===== src/rtl/irqc_pkg.sv =====
// Package: shared constants for the interrupt request controller.
// Assumes one clock domain; external pins are asynchronous.
package irqc_pkg;
    localparam int NSRC = 15;                      // maskable sources
    localparam int NNM  = 4;                       // internal nonmaskable sources
    localparam int DW   = 16;                      // register data width
    localparam int AW   = 2;                       // register address width
    localparam int WIN  = 64;                      // option write window, cycles
    localparam int IW   = $clog2(NSRC);            // maskable index width
    localparam int NW   = $clog2(NNM + 1);         // nonmaskable index width
    localparam int VW   = $clog2(NSRC + NNM + 1);  // vector width
    localparam logic [AW-1:0] A_FLAG = 2'd0;
    localparam logic [AW-1:0] A_MASK = 2'd1;
    localparam logic [AW-1:0] A_OPT  = 2'd2;
    localparam logic [AW-1:0] A_PSEL = 2'd3;
endpackage


===== src/rtl/irqc_pin.sv =====
// Module: external maskable request pin handling.
// Synchronizes the active-low pin and detects falling edges. It keeps the
// edge/level mode bit, which is writable only in a window after reset.
// Assumes the pin idles high.
module irqc_pin #(
    parameter int WIN = irqc_pkg::WIN
) (
    input  logic clk,
    input  logic rst_n,
    input  logic irq_n_i,
    input  logic opt_wr_i,
    input  logic opt_bit_i,
    input  logic clr_i,
    output logic pend_o,
    output logic edge_en_o
);
    localparam int CW = $clog2(WIN + 1);

    logic          s1, s2, prev;
    logic          latch_q;
    logic [CW-1:0] win_cnt;
    logic          win_open;

    assign win_open = (win_cnt < CW'(WIN));

    // two-flop synchronizer plus previous-value flop for edge detection
    always_ff @(posedge clk) begin
        if (!rst_n) begin
            s1   <= 1'b1;
            s2   <= 1'b1;
            prev <= 1'b1;
        end else begin
            s1   <= irq_n_i;
            s2   <= s1;
            prev <= s2;
        end
    end

    // counts cycles since reset until the option window closes
    always_ff @(posedge clk) begin
        if (!rst_n)        win_cnt <= '0;
        else if (win_open) win_cnt <= win_cnt + 1'b1;
    end

    // mode bit, writable only while the window is open
    always_ff @(posedge clk) begin
        if (!rst_n)                    edge_en_o <= 1'b1;
        else if (opt_wr_i && win_open) edge_en_o <= opt_bit_i;
    end

    // latched request in edge mode; a new edge wins over a same-cycle clear
    always_ff @(posedge clk) begin
        if (!rst_n)                          latch_q <= 1'b0;
        else if (edge_en_o && prev && !s2)   latch_q <= 1'b1;
        else if (clr_i || !edge_en_o)        latch_q <= 1'b0;
    end

    // pending state: latch in edge mode, pin level in level mode
    always_comb pend_o = edge_en_o ? latch_q : !s2;

    AST_OPT_LOCKED: assert property (@(posedge clk) disable iff (!rst_n)
        ($past(rst_n) && !win_open && !$past(win_open)) |-> $stable(edge_en_o));

    AST_EDGE_HOLDS: assert property (@(posedge clk) disable iff (!rst_n)
        ($past(rst_n) && edge_en_o && $past(edge_en_o) && $past(pend_o) && !$past(clr_i))
        |-> pend_o);
endmodule


===== src/rtl/irqc_flags.sv =====
// Module: pending flags and enable bits of the strobed maskable sources.
// Flags set on a strobe and clear on a write of one. A strobe wins over a
// same-cycle clear. Produces the recognized vector (flag AND enable).
module irqc_flags #(
    parameter int N = irqc_pkg::NSRC - 1
) (
    input  logic         clk,
    input  logic         rst_n,
    input  logic [N-1:0] evt_i,
    input  logic [N-1:0] clr_i,
    input  logic         mask_wr_i,
    input  logic [N-1:0] mask_d_i,
    output logic [N-1:0] flag_o,
    output logic [N-1:0] mask_o,
    output logic [N-1:0] rec_o
);
    // flag update: set by event, cleared by write-one
    always_ff @(posedge clk) begin
        if (!rst_n) flag_o <= '0;
        else        flag_o <= (flag_o & ~clr_i) | evt_i;
    end

    // enable bits, plain read/write
    always_ff @(posedge clk) begin
        if (!rst_n)         mask_o <= '0;
        else if (mask_wr_i) mask_o <= mask_d_i;
    end

    // recognition gate
    always_comb rec_o = flag_o & mask_o;

    AST_EVT_SETS: assert property (@(posedge clk) disable iff (!rst_n)
        $past(rst_n) |-> (($past(evt_i) & ~flag_o) == '0));

    AST_NO_SW_SET: assert property (@(posedge clk) disable iff (!rst_n)
        $past(rst_n) |-> ((flag_o & ~$past(flag_o) & ~$past(evt_i)) == '0));
endmodule


===== src/rtl/irqc_arb.sv =====
// Module: combinational arbiters.
// The maskable arbiter ranks lowest index first and lifts one selected index
// above all others. The nonmaskable arbiter ranks lowest index first.
module irqc_arb #(
    parameter int NSRC = irqc_pkg::NSRC,
    parameter int NNM  = irqc_pkg::NNM,
    parameter int IW   = irqc_pkg::IW,
    parameter int NW   = irqc_pkg::NW
) (
    input  logic [NSRC-1:0] rec_i,
    input  logic [IW-1:0]   psel_i,
    input  logic [NNM:0]    nm_i,
    output logic            m_any_o,
    output logic [IW-1:0]   m_idx_o,
    output logic            n_any_o,
    output logic [NW-1:0]   n_idx_o
);
    // maskable winner with optional promotion
    always_comb begin
        m_any_o = 1'b0;
        m_idx_o = '0;
        for (int i = NSRC - 1; i >= 0; i--) begin
            if (rec_i[i]) begin
                m_any_o = 1'b1;
                m_idx_o = IW'(i);
            end
        end
        for (int i = 0; i < NSRC; i++) begin
            if (psel_i == IW'(i) && rec_i[i]) m_idx_o = IW'(i);
        end
    end

    // nonmaskable winner
    always_comb begin
        n_any_o = 1'b0;
        n_idx_o = '0;
        for (int i = NNM; i >= 0; i--) begin
            if (nm_i[i]) begin
                n_any_o = 1'b1;
                n_idx_o = NW'(i);
            end
        end
    end
endmodule


===== src/rtl/irqc_top.sv =====
// Module: interrupt request controller top.
// Decodes the register bus, keeps the priority select and the sticky
// nonmaskable-pin enable, synchronizes the nonmaskable pin and registers the
// request outputs. Assumes the CPU mask bits are synchronous to clk.
module irqc_top
    import irqc_pkg::*;
(
    input  logic            clk,
    input  logic            rst_n,
    input  logic [NSRC-2:0] evt_i,
    input  logic [NNM-1:0]  nm_src_i,
    input  logic            irq_n_i,
    input  logic            xirq_n_i,
    input  logic            i_bit_i,
    input  logic            x_bit_i,
    input  logic            wr_en_i,
    input  logic [AW-1:0]   addr_i,
    input  logic [DW-1:0]   wdata_i,
    output logic [DW-1:0]   rdata_o,
    output logic            irq_o,
    output logic            nmi_o,
    output logic [VW-1:0]   vec_o
);
    logic            irq_pend, edge_en;
    logic [NSRC-2:0] flag, mask, rec_s;
    logic [IW-1:0]   psel;
    logic            x_en, xs1, xs2;
    logic            m_any, n_any;
    logic [IW-1:0]   m_idx;
    logic [NW-1:0]   n_idx;
    logic            wr_flag, wr_mask, wr_opt, wr_psel;

    // register write decode
    always_comb begin
        wr_flag = wr_en_i && (addr_i == A_FLAG);
        wr_mask = wr_en_i && (addr_i == A_MASK);
        wr_opt  = wr_en_i && (addr_i == A_OPT);
        wr_psel = wr_en_i && (addr_i == A_PSEL);
    end

    irqc_pin #(.WIN(WIN)) u_pin (
        .clk       (clk),
        .rst_n     (rst_n),
        .irq_n_i   (irq_n_i),
        .opt_wr_i  (wr_opt),
        .opt_bit_i (wdata_i[0]),
        .clr_i     (wr_flag && wdata_i[0]),
        .pend_o    (irq_pend),
        .edge_en_o (edge_en)
    );

    irqc_flags #(.N(NSRC - 1)) u_flags (
        .clk       (clk),
        .rst_n     (rst_n),
        .evt_i     (evt_i),
        .clr_i     (wr_flag ? wdata_i[NSRC-1:1] : '0),
        .mask_wr_i (wr_mask),
        .mask_d_i  (wdata_i[NSRC-1:1]),
        .flag_o    (flag),
        .mask_o    (mask),
        .rec_o     (rec_s)
    );

    irqc_arb #(.NSRC(NSRC), .NNM(NNM), .IW(IW), .NW(NW)) u_arb (
        .rec_i   ({rec_s, irq_pend}),
        .psel_i  (psel),
        .nm_i    ({x_en && !xs2, nm_src_i}),
        .m_any_o (m_any),
        .m_idx_o (m_idx),
        .n_any_o (n_any),
        .n_idx_o (n_idx)
    );

    // priority select register
    always_ff @(posedge clk) begin
        if (!rst_n)       psel <= '0;
        else if (wr_psel) psel <= wdata_i[IW-1:0];
    end

    // nonmaskable pin synchronizer and sticky enable
    always_ff @(posedge clk) begin
        if (!rst_n) begin
            xs1  <= 1'b1;
            xs2  <= 1'b1;
            x_en <= 1'b0;
        end else begin
            xs1  <= xirq_n_i;
            xs2  <= xs1;
            if (!x_bit_i) x_en <= 1'b1;
        end
    end

    // registered request outputs
    always_ff @(posedge clk) begin
        if (!rst_n) begin
            irq_o <= 1'b0;
            nmi_o <= 1'b0;
            vec_o <= '0;
        end else begin
            nmi_o <= n_any;
            irq_o <= !n_any && m_any && !i_bit_i;
            if (n_any)      vec_o <= VW'(NSRC) + VW'(n_idx);
            else if (m_any) vec_o <= VW'(m_idx);
            else            vec_o <= '0;
        end
    end

    // register read mux
    always_comb begin
        unique case (addr_i)
            A_FLAG:  rdata_o = DW'({flag, irq_pend});
            A_MASK:  rdata_o = DW'({mask, 1'b0});
            A_OPT:   rdata_o = DW'(edge_en);
            default: rdata_o = DW'(psel);
        endcase
    end

    AST_I_BLOCKS: assert property (@(posedge clk) disable iff (!rst_n)
        $past(i_bit_i) |-> !irq_o);

    AST_NMI_EXCL: assert property (@(posedge clk) disable iff (!rst_n)
        nmi_o |-> (!irq_o && vec_o >= VW'(NSRC)));

    AST_XEN_STICKY: assert property (@(posedge clk) disable iff (!rst_n)
        ($past(rst_n) && $past(x_en)) |-> x_en);
endmodule


===== config.mk =====
export PLATFORM = sky130hd
export DESIGN_NAME = irqc_top
export DESIGN_NICKNAME = d
export VERILOG_FILES = /design/src/rtl/irqc_pkg.sv /design/src/rtl/irqc_pin.sv /design/src/rtl/irqc_flags.sv /design/src/rtl/irqc_arb.sv /design/src/rtl/irqc_top.sv
export SDC_FILE = /design/constraint.sdc
export NUM_CORES = 1
export LEC_CHECK = 0
export ABC_AREA = 1
export BUFFER_PORTS_ARGS = -buffer_cell sky130_fd_sc_hd__buf_2
export CAP_MARGIN = 20
export CORE_AREA = 2 2 81 64
export CTS_BUF_LIST = sky130_fd_sc_hd__clkbuf_8
export CTS_CLUSTER_SIZE = 28
export DETAILED_ROUTE_END_ITERATION = 10
export DIE_AREA = 0 0 83 66
export PLACE_DENSITY = 0.85
export SLEW_MARGIN = 10
export SYNTH_ARGS = -nofsm -noshare
export SYNTH_HDL_FRONTEND = slang
export SYNTH_SLANG_ARGS = --single-unit

===== constraint.sdc =====
create_clock -name clk -period 4.5 [get_ports clk]
set_input_delay 0.675 -clock clk [delete_from_list [all_inputs] [get_ports clk]]
set_output_delay 0.675 -clock clk [all_outputs]
set_load 0.05 [all_outputs]

== Yosys cells after proc, flatten, opt, wreduce, memory -nomap -nowiden ==
Cells that the tools add are included.
Storage, ports and cells
  memories kept: 0
  memory bits (read-only): 0
  input bits: 43
  register bits: 54
  bits in writable memories: 0
  latch bits: 0
  output and inout bits: 23
Operators by class
  add/subtract/negate cells: 2
  divide/modulo/power cells: 0
  reduce and logical (&&, ||, !) cells: 35
  shifts and indexed selects: 0
  $lt $le $gt $ge: 1
  mux-type cells: 62
  equal/unequal tests: 17
  $mul: 0
  bitwise logic cells: 4
Operator list (number)
  4-bit 2-to-1 mux: 31
  15-bit one-hot mux with 3 select lines: 1
  14-bit bitwise AND: 2
  4-bit equality test, second input constant: 7
  1-bit logical AND: 26
  1-bit 2-to-1 mux: 23
  4-bit by 3-bit equality test with 1-bit output, second input constant: 4
  3-bit 2-to-1 mux: 5
  14-bit 2-to-1 mux: 1
  14-bit inverter: 1
  14-bit bitwise OR: 1
  4-bit by 2-bit equality test with 1-bit output, second input constant: 2
  7-bit by 1-bit adder with 7-bit output, second input constant: 1
  7-bit less-than comparator, second input constant: 1
  4-bit by 3-bit adder with 5-bit output, first input constant: 1
  1-bit logical NOT: 5
  5-bit 2-to-1 mux: 1
  2-bit equality test, second input constant: 2
  4-bit by 1-bit equality test with 1-bit output, second input constant: 1
  4-bit logical NOT: 1
  2-bit by 1-bit equality test with 1-bit output, second input constant: 1
  2-bit logical NOT: 1
  2-bit nonzero test: 1
  1-bit logical OR: 1

== Longest topological paths before layout ==
Gate-level depths: netlist of the first run.
  depth after elaboration: 33
  mapped depth: 28
  mapped depth without buffers: 28

== By module ==
Synthesis of the first run repeated with hierarchy kept, for this count alone.
Second synthesis, totals
  cells, all modules: 504
  area total of the unflattened synthesis: 3149.3 um^2
By module, submodules not included
  irqc_flags: instances 1, seq. area each 560.5 um^2, area each 1154.9 um^2, cells an instance 160
  irqc_top: instances 1, seq. area each 280.3 um^2, area each 944.7 um^2, cells an instance 157
  irqc_arb: instances 1, seq. area each 0.0 um^2, area each 574.3 um^2, cells an instance 126
  irqc_pin: instances 1, seq. area each 240.2 um^2, area each 475.5 um^2, cells an instance 61

== Worst setup path before layout of the first run ==
Ideal clock, no wire load.
  path type: input port to output port
  from: input addr_i[0]
  to: output rdata_o[11]
  stages on the path: 5
  path slack: 2.008 ns
  arrival: 1.817 ns
  buffers on the path: 1
  cell sequence: inv_1 nor2_1 inv_2 clkbuf_1 o21ai_1
Between the ends
  word-level cells in the longest chain between the ends: 2
Ends and longest elaborated chain
  start, declared: RTL line irqc_top.sv:17  | input logic [AW-1:0] addr_i,
  2-bit equality test (tied with other cells): RTL line irqc_top.sv:110  | unique case (addr_i)
  15-bit one-hot mux with 3 select lines (*): RTL line irqc_top.sv:110
  end, declared: RTL line irqc_top.sv:19  | output logic [DW-1:0] rdata_o,
Every way passes the cells marked *; elsewhere a longest branch is shown, timed or not.

== Worst setup path in the final report of the first run ==
  from: input addr_i[0]
  to: output rdata_o[3]
The elaborated chain is that of the path after synthesis.

==> results.py, run 1 <==
metrics = {
    "critical_path": {
        "crit_start": "addr_i[0]",
        "crit_buf_inv": 3,
        "path_cells": "buf_2, nor2_1, buf_4, nand2_1, o221ai_1, buf_2",
        "critPathMaxStageDelay_ns": 0.33,
        "critical_path_class": "in2out",
        "slowest_stage": "buf_4",
        "arrival_ns": 1.81,
        "worst_setup_path_start_kind": "input pin",
        "cp_top_family": "buffers and inverters",
        "crit_path_frequent_cell": "buf_2",
        "reg2reg_from": "u_flags.flag_o[12]$_SDFF_PN0_",
        "reg2reg_depth": 28,
        "cp_max_fo": 28,
        "crit_path_end_kind": "primary output",
        "required_ns": 3.83,
        "worst-path-stages": 6,
    },
    "clock_network": {
        "ctsHoldBuffers": 0,
        "clk_latency_ns": 0.31,
        "htree_levels": 2,
        "numCtsBuffers": 5,
        "cts_resized": 0,
        "cts_setup_buffers": 0,
        "clockBufferDepth": 2,
        "cts.clk_slew.worst_paths_ns": 0.09,
        "clkSinkCount": 54,
        "cts_tree": "done",
        "root_buffer": "clkbuf_8",
    },
    "synth": {
        "syn_nets": 430,
        "ys_warn_count": 0,
        "syn_area_per_cell_um2": 6.908,
        "netlist_area_um2": 2653,
        "synth_seq_cells": 54,
        "ys_seq_area_share_pct": 40.75,
        "synthCells": 384,
        "yosysUniqueCellTypes": 34,
    },
    "timing": {
        "fmax_mhz": 402.3,
        "period_share_pct": 55.23,
        "max_slew.worst_pin.slew_ns": 0.8526,
        "slew_viol_final": 0,
        "finalSetupViolations": 0,
        "hold_viol": 0,
        "fin_crit_ns": 2.485,
        "skew_ns": 0.007540,
        "slew_headroom_pct": 43.02,
        "rsz0062_at_grt": "false",
        "setup_tns_ns": 0,
    },
    "placement": {
        "place_congestion": 0.9289,
        "postPlaceCellArea_um2": 2998,
        "io_buffer_count": 63,
        "place_inst": 495,
        "dp_hpwl_mm": 4.776,
    },
    "pwr": {
        "max-vdd-ir-drop_v": 0.0002515,
        "leakagePower_nw": 1.495,
        "power_density_nw_per_um2": 334.5,
    },
    "finish": {
        "synthToLayoutAreaGrowth_pct": 17.31,
        "final_cell_area_um2": 3112,
        "antennaDiodeCount": 0,
        "finalNonFillerCells": 503,
        "nets": 488,
        "final_layout_size_suffix_gt1_share_pct": 21.90,
    },
    "floorplan": {
        "die_y_um": 66,
        "ios": 66,
        "num_rows": 22,
        "core_region_area_um2": 4707,
        "die_w_um": 83,
        "start_util_pct": 56.35,
        "die_area_um2": 5478,
    },
    "grt": {
        "antenna_found_initial": 0,
        "overflow": 0,
        "grt_max_degree": 29,
        "grt-busiest-layer": "met2",
        "grt_pass1_vias": 2478,
        "use_met1_pct": 32.15,
        "grt_pass1_wl_mm": 10.85,
        "met3_usage_pct": 4.120,
        "grt.total_usage_pct": 24.41,
        "use_met2_pct": 41.63,
    },
    "flow_run": {
        "drv_cap": 0,
    },
    "hold_path": {
        "hold_class": "reg2reg",
        "hold_path_depth": 1,
        "hold_start": "xs1$_SDFF_PN1_",
    },
    "detailed_routing": {
        "postRouteAntennaNets": 0,
        "dr.pass1.iters": 4,
        "drt_first_iter_violations": 178,
        "routed_wl_mm": 6.306,
        "vias_per_cell": 5.366,
        "vias": 2699,
        "wl_per_cell_um": 12.54,
        "drcViolationCount": 0,
    },
    "run_status": {
        "status": "completed",
    },
}
==> layer usage <==
layer	vias up	share of wire (%)	wire length (um)
li1	1383	-	-
met1	1228	48	3032
met2	80	45	2852
met3	8	5.6	354
met4	0	1.1	67
met5	-	0	0
==> metrics by stage <==
step | util, % | setup slack, ns | power (mW) | hold WS, ns
after global routing | 66.11 | 1.911 | 1.087 | 0.4227
after floorplan | - | 2.008 | 0.6673 | 0.3855
after global placement | 63.69 | 2.044 | 0.7181 | 0.3877
final | 66.11 | 2.015 | 1.041 | 0.4136
after CTS | 66.11 | 2.024 | 1.046 | 0.4149
after detailed placement | 63.69 | 2.035 | 0.7241 | 0.3925
==> final timing paths <==
check / end / slack, ns
max: rdata_o[3] / 2.01
min: xs2$_SDFF_PN1_ / 0.41
min reg2reg: xs2$_SDFF_PN1_ / 0.41
max reg2reg: vec_o[0]$_SDFF_PN0_ / 2.60
==> state kept, by name (all words and copies together), names as in the netlist <==
name / flops
irq_o: 1
nmi_o: 1
psel: 4
u_flags.flag_o: 14
u_flags.mask_o: 14
u_pin.edge_en_o: 1
u_pin.latch_q: 1
u_pin.prev: 1
u_pin.s1: 1
u_pin.s2: 1
u_pin.win_cnt: 7
vec_o: 5
x_en: 1
xs1: 1
xs2: 1
==> synthesized netlist by cell type, drive strengths merged <==
cell    count  area, um2
nand2      82      360.4
dfxtp      54       1081
inv        47      176.4
a21oi      41      209.0
nor2       41      161.4
o21ai      39      198.9
nand3      24      120.1
clkbuf     12      45.04
nor3       10      50.05
nand4       7      43.79
or2         4      25.02
ha          3      37.54
o221ai      3      26.28
o22ai       3      18.77
a31oi       2      12.51
a211oi      1      7.510
a21boi      1      7.510
a31o        1      8.760
a41oi       1      8.760
and3        1      6.260
buf         1      7.510
clkinv      1      3.750
conb        1      3.750
nand3b      1      7.510
o211ai      1      7.510
o311ai      1      8.760
or3b        1      8.760
==> cell type report <==
cell class                      instances  area, um2
Clock buffer                            5      68.82
Inverter                               48      180.2
Timing Repair Buffer                   64      322.8
Tap cell                               60      75.07
Clock inverter                          3      45.04
Sequential cell                        54       1081
Multi-Input combinational cell        269       1339
Fill cell                             460       1595
==> kinds of logic after synthesis <==
family	share of synthesized area [%]
other	0.1414
flip-flops	40.75
buffers and inverters	8.773
adder cells (fa/ha/maj)	1.415
AND/OR/NAND/NOR	29.53
AO/OA/AOI/OAI	19.39
==> power breakdown <==
part	internal (mW)	leakage [nW]	switching, mW
Combinational	0.0592	0.998	0.127
Sequential	0.505	0.446	0.0223
Clock	0.166	0.0504	0.162
==> cells in the final DEF, fill, tap and decap left out, types with 2 or more instances in the layout <==
cell type	count
a21oi_1	40
a31oi_1	2
buf_2	63
clkbuf_8	5
clkinvlp_4	2
dfxtp_1	54
ha_1	3
inv_1	38
inv_2	9
nand2_1	71
nand2_2	6
nand2_4	5
nand3_1	24
nand4_1	7
nor2_1	38
nor2_2	3
nor3_1	10
o21ai_0	6
o21ai_1	32
o221ai_1	3
o22ai_1	3
or2_1	4
Note: power is estimated with default switching activity, not from simulation.
==> run 2: changes to the inputs <==
--- a/config.mk
+++ b/config.mk
@@ -8,12 +8,12 @@
 export ABC_AREA = 1
 export BUFFER_PORTS_ARGS = -buffer_cell sky130_fd_sc_hd__buf_2
 export CAP_MARGIN = 20
-export CORE_AREA = 2 2 81 64
+export CORE_AREA = 2 2 84 66
 export CTS_BUF_LIST = sky130_fd_sc_hd__clkbuf_8
 export CTS_CLUSTER_SIZE = 28
 export DETAILED_ROUTE_END_ITERATION = 10
-export DIE_AREA = 0 0 83 66
-export PLACE_DENSITY = 0.85
+export DIE_AREA = 0 0 86 68
+export PLACE_DENSITY = 0.8
 export SLEW_MARGIN = 10
 export SYNTH_ARGS = -nofsm -noshare
 export SYNTH_HDL_FRONTEND = slang
==> constraint.sdc (replaced) <==
create_clock -name clk -period 2.6 [get_ports clk]
set_input_delay 0.39 -clock clk [delete_from_list [all_inputs] [get_ports clk]]
set_output_delay 0.39 -clock clk [all_outputs]
set_load 0.05 [all_outputs]
==> results.py, run 2 (same netlist as run 1, synthesis figures left out) <==
metrics = {
    "clock_network": {
        "clkSinkCount": 54,
        "ctsHoldBuffers": 0,
        "numCtsBuffers": 5,
        "cts_setup_buffers": 0,
        "htree_levels": 2,
        "root_buffer": "clkbuf_8",
        "clockBufferDepth": 2,
        "cts.clk_slew.worst_paths_ns": 0.10,
        "cts_tree": "done",
        "cts_resized": 0,
        "clk_latency_ns": 0.31,
    },
    "timing": {
        "skew_ns": 0.006427,
        "layout_setup_ws_ns": 0.6887,
        "slew_viol_final": 0,
        "finalHoldWorstSlack_ns": 0.2273,
        "rsz0062_at_grt": "false",
        "finalSetupViolations": 0,
        "hold_viol": 0,
        "fmax_mhz": 523.2,
        "period_share_pct": 73.51,
        "setup_tns_ns": 0,
        "fin_crit_ns": 1.911,
    },
    "pwr": {
        "leakagePower_nw": 1.511,
        "total_power_mw": 1.800,
        "power_density_nw_per_um2": 576.3,
        "max-vdd-ir-drop_v": 0.0002818,
    },
    "detailed_routing": {
        "drcViolationCount": 0,
        "vias": 2704,
        "postRouteAntennaNets": 0,
        "wl_per_cell_um": 12.64,
        "vias_per_cell": 5.333,
        "dr.pass1.iters": 4,
        "routed_wl_mm": 6.407,
        "drt_first_iter_violations": 137,
    },
    "finish": {
        "layout_common_cells": "nand2_1 (71), buf_2 (63), dfxtp_1 (54)",
        "layout.cells.most_common": "nand2_1",
        "multiInputGateArea_um2": 1339,
        "finalNonFillerCells": 507,
        "nets": 490,
        "final_cell_area_um2": 3124,
        "final_core_util_pct": 61.34,
        "final_layout_size_suffix_gt1_share_pct": 22.25,
        "reg.largest.list": "u_flags.flag_o x14, u_flags.mask_o x14, u_pin.win_cnt x7",
        "synthToLayoutAreaGrowth_pct": 17.78,
        "antennaDiodeCount": 0,
        "n_fill_cell": 489,
        "regArea_um2": 1081,
    },
    "run_status": {
        "status": "completed",
    },
    "critical_path": {
        "crit_path_end_kind": "flop",
        "worst_setup_path_start_kind": "flop",
        "r2r_setup_slack_ns": 0.69,
        "slowest_stage": "dfxtp_1",
        "cp_max_fo": 3,
        "reg2reg_depth": 28,
        "critical_path_class": "reg2reg",
        "reg2reg_from": "u_flags.flag_o[12]$_SDFF_PN0_",
        "arrival_ns": 2.18,
        "required_ns": 2.87,
        "rr_endpoint": "vec_o[0]$_SDFF_PN0_",
        "critPathMaxStageDelay_ns": 0.39,
        "crit_path_frequent_cell": "nand2_1",
    },
    "floorplan": {
        "start_util_pct": 52.08,
        "die_area_um2": 5848,
        "ios": 66,
        "die_y_um": 68,
        "num_rows": 23,
        "die_w_um": 86,
        "core_region_area_um2": 5094,
    },
    "grt": {
        "grt_pass1_wl_mm": 10.63,
        "grt.total_usage_pct": 22.94,
        "overflow": 0,
        "grt_max_degree": 29,
        "antenna_found_initial": 0,
        "grt_pass1_vias": 2463,
    },
    "hold_path": {
        "holdPathEnd": "irq_o$_SDFF_PN0_",
        "hold_path_depth": 2,
        "hold_start": "i_bit_i",
        "hold_class": "in2reg",
    },
    "placement": {
        "dp_hpwl_mm": 4.850,
        "post-place-ws_ns": 0.7143,
        "place_inst": 499,
        "place_congestion": 0.8732,
        "io_buffer_count": 63,
        "postPlaceCellArea_um2": 3015,
    },
    "flow_run": {
        "drv_cap": 0,
    },
}
run 2: cell types whose count changed in the layout (fill, tap and decap cells not counted), sizes merged:
cell      previous run  this run
buf                 64        66
clkinv               1         3
clkinvlp             2         0
run 2: report_power, final:
part	total, mW	switching [mW]	internal [mW]	leakage (nW)
registers	0.913	0.0386	0.874	0.446
logic	0.325	0.220	0.104	1.01
clock network	0.563	0.279	0.284	0.0579
run 2: worst max path at each step:
stage	start	end	slack (ns)	depth (start not counted)
finish	u_flags.flag_o[12]$_SDFF_PN0_	vec_o[0]$_SDFF_PN0_	0.69	28
detailed placement	addr_i[0]	rdata_o[3]	0.71	6
global route	u_flags.flag_o[12]$_SDFF_PN0_	vec_o[0]$_SDFF_PN0_	0.47	28
floorplan	addr_i[0]	rdata_o[11]	0.68	5
CTS	addr_i[0]	rdata_o[3]	0.69	6
global placement	addr_i[0]	rdata_o[3]	0.72	6
run 2: final cells by class:
cell class | count | area share [%]
clock buffers | 5 | 2.203
repair buffers | 66 | 10.81
flip-flops and latches | 54 | 34.60
multi-input cells | 269 | 42.85
inverters | 48 | 5.767
well taps | 62 | 2.483
clock inverters | 3 | 1.282
run 2: critical path: cells and delay by family (launching register included):
| family | cells | cell delay [ns] |
|---|---|---|
| flip-flops | 1 | 0.39 |
| buffers and inverters | 1 | 0.08 |
| AND/OR/NAND/NOR | 27 | 1.39 |
run 2: routing by layer:
metal / GRT usage [%] / part of all wire (%)
met1: 29.66 / 48
met2: 39.05 / 45
met3: 3.619 / 5.6
met4: 8.730 / 1.1
met5: 0 / 0
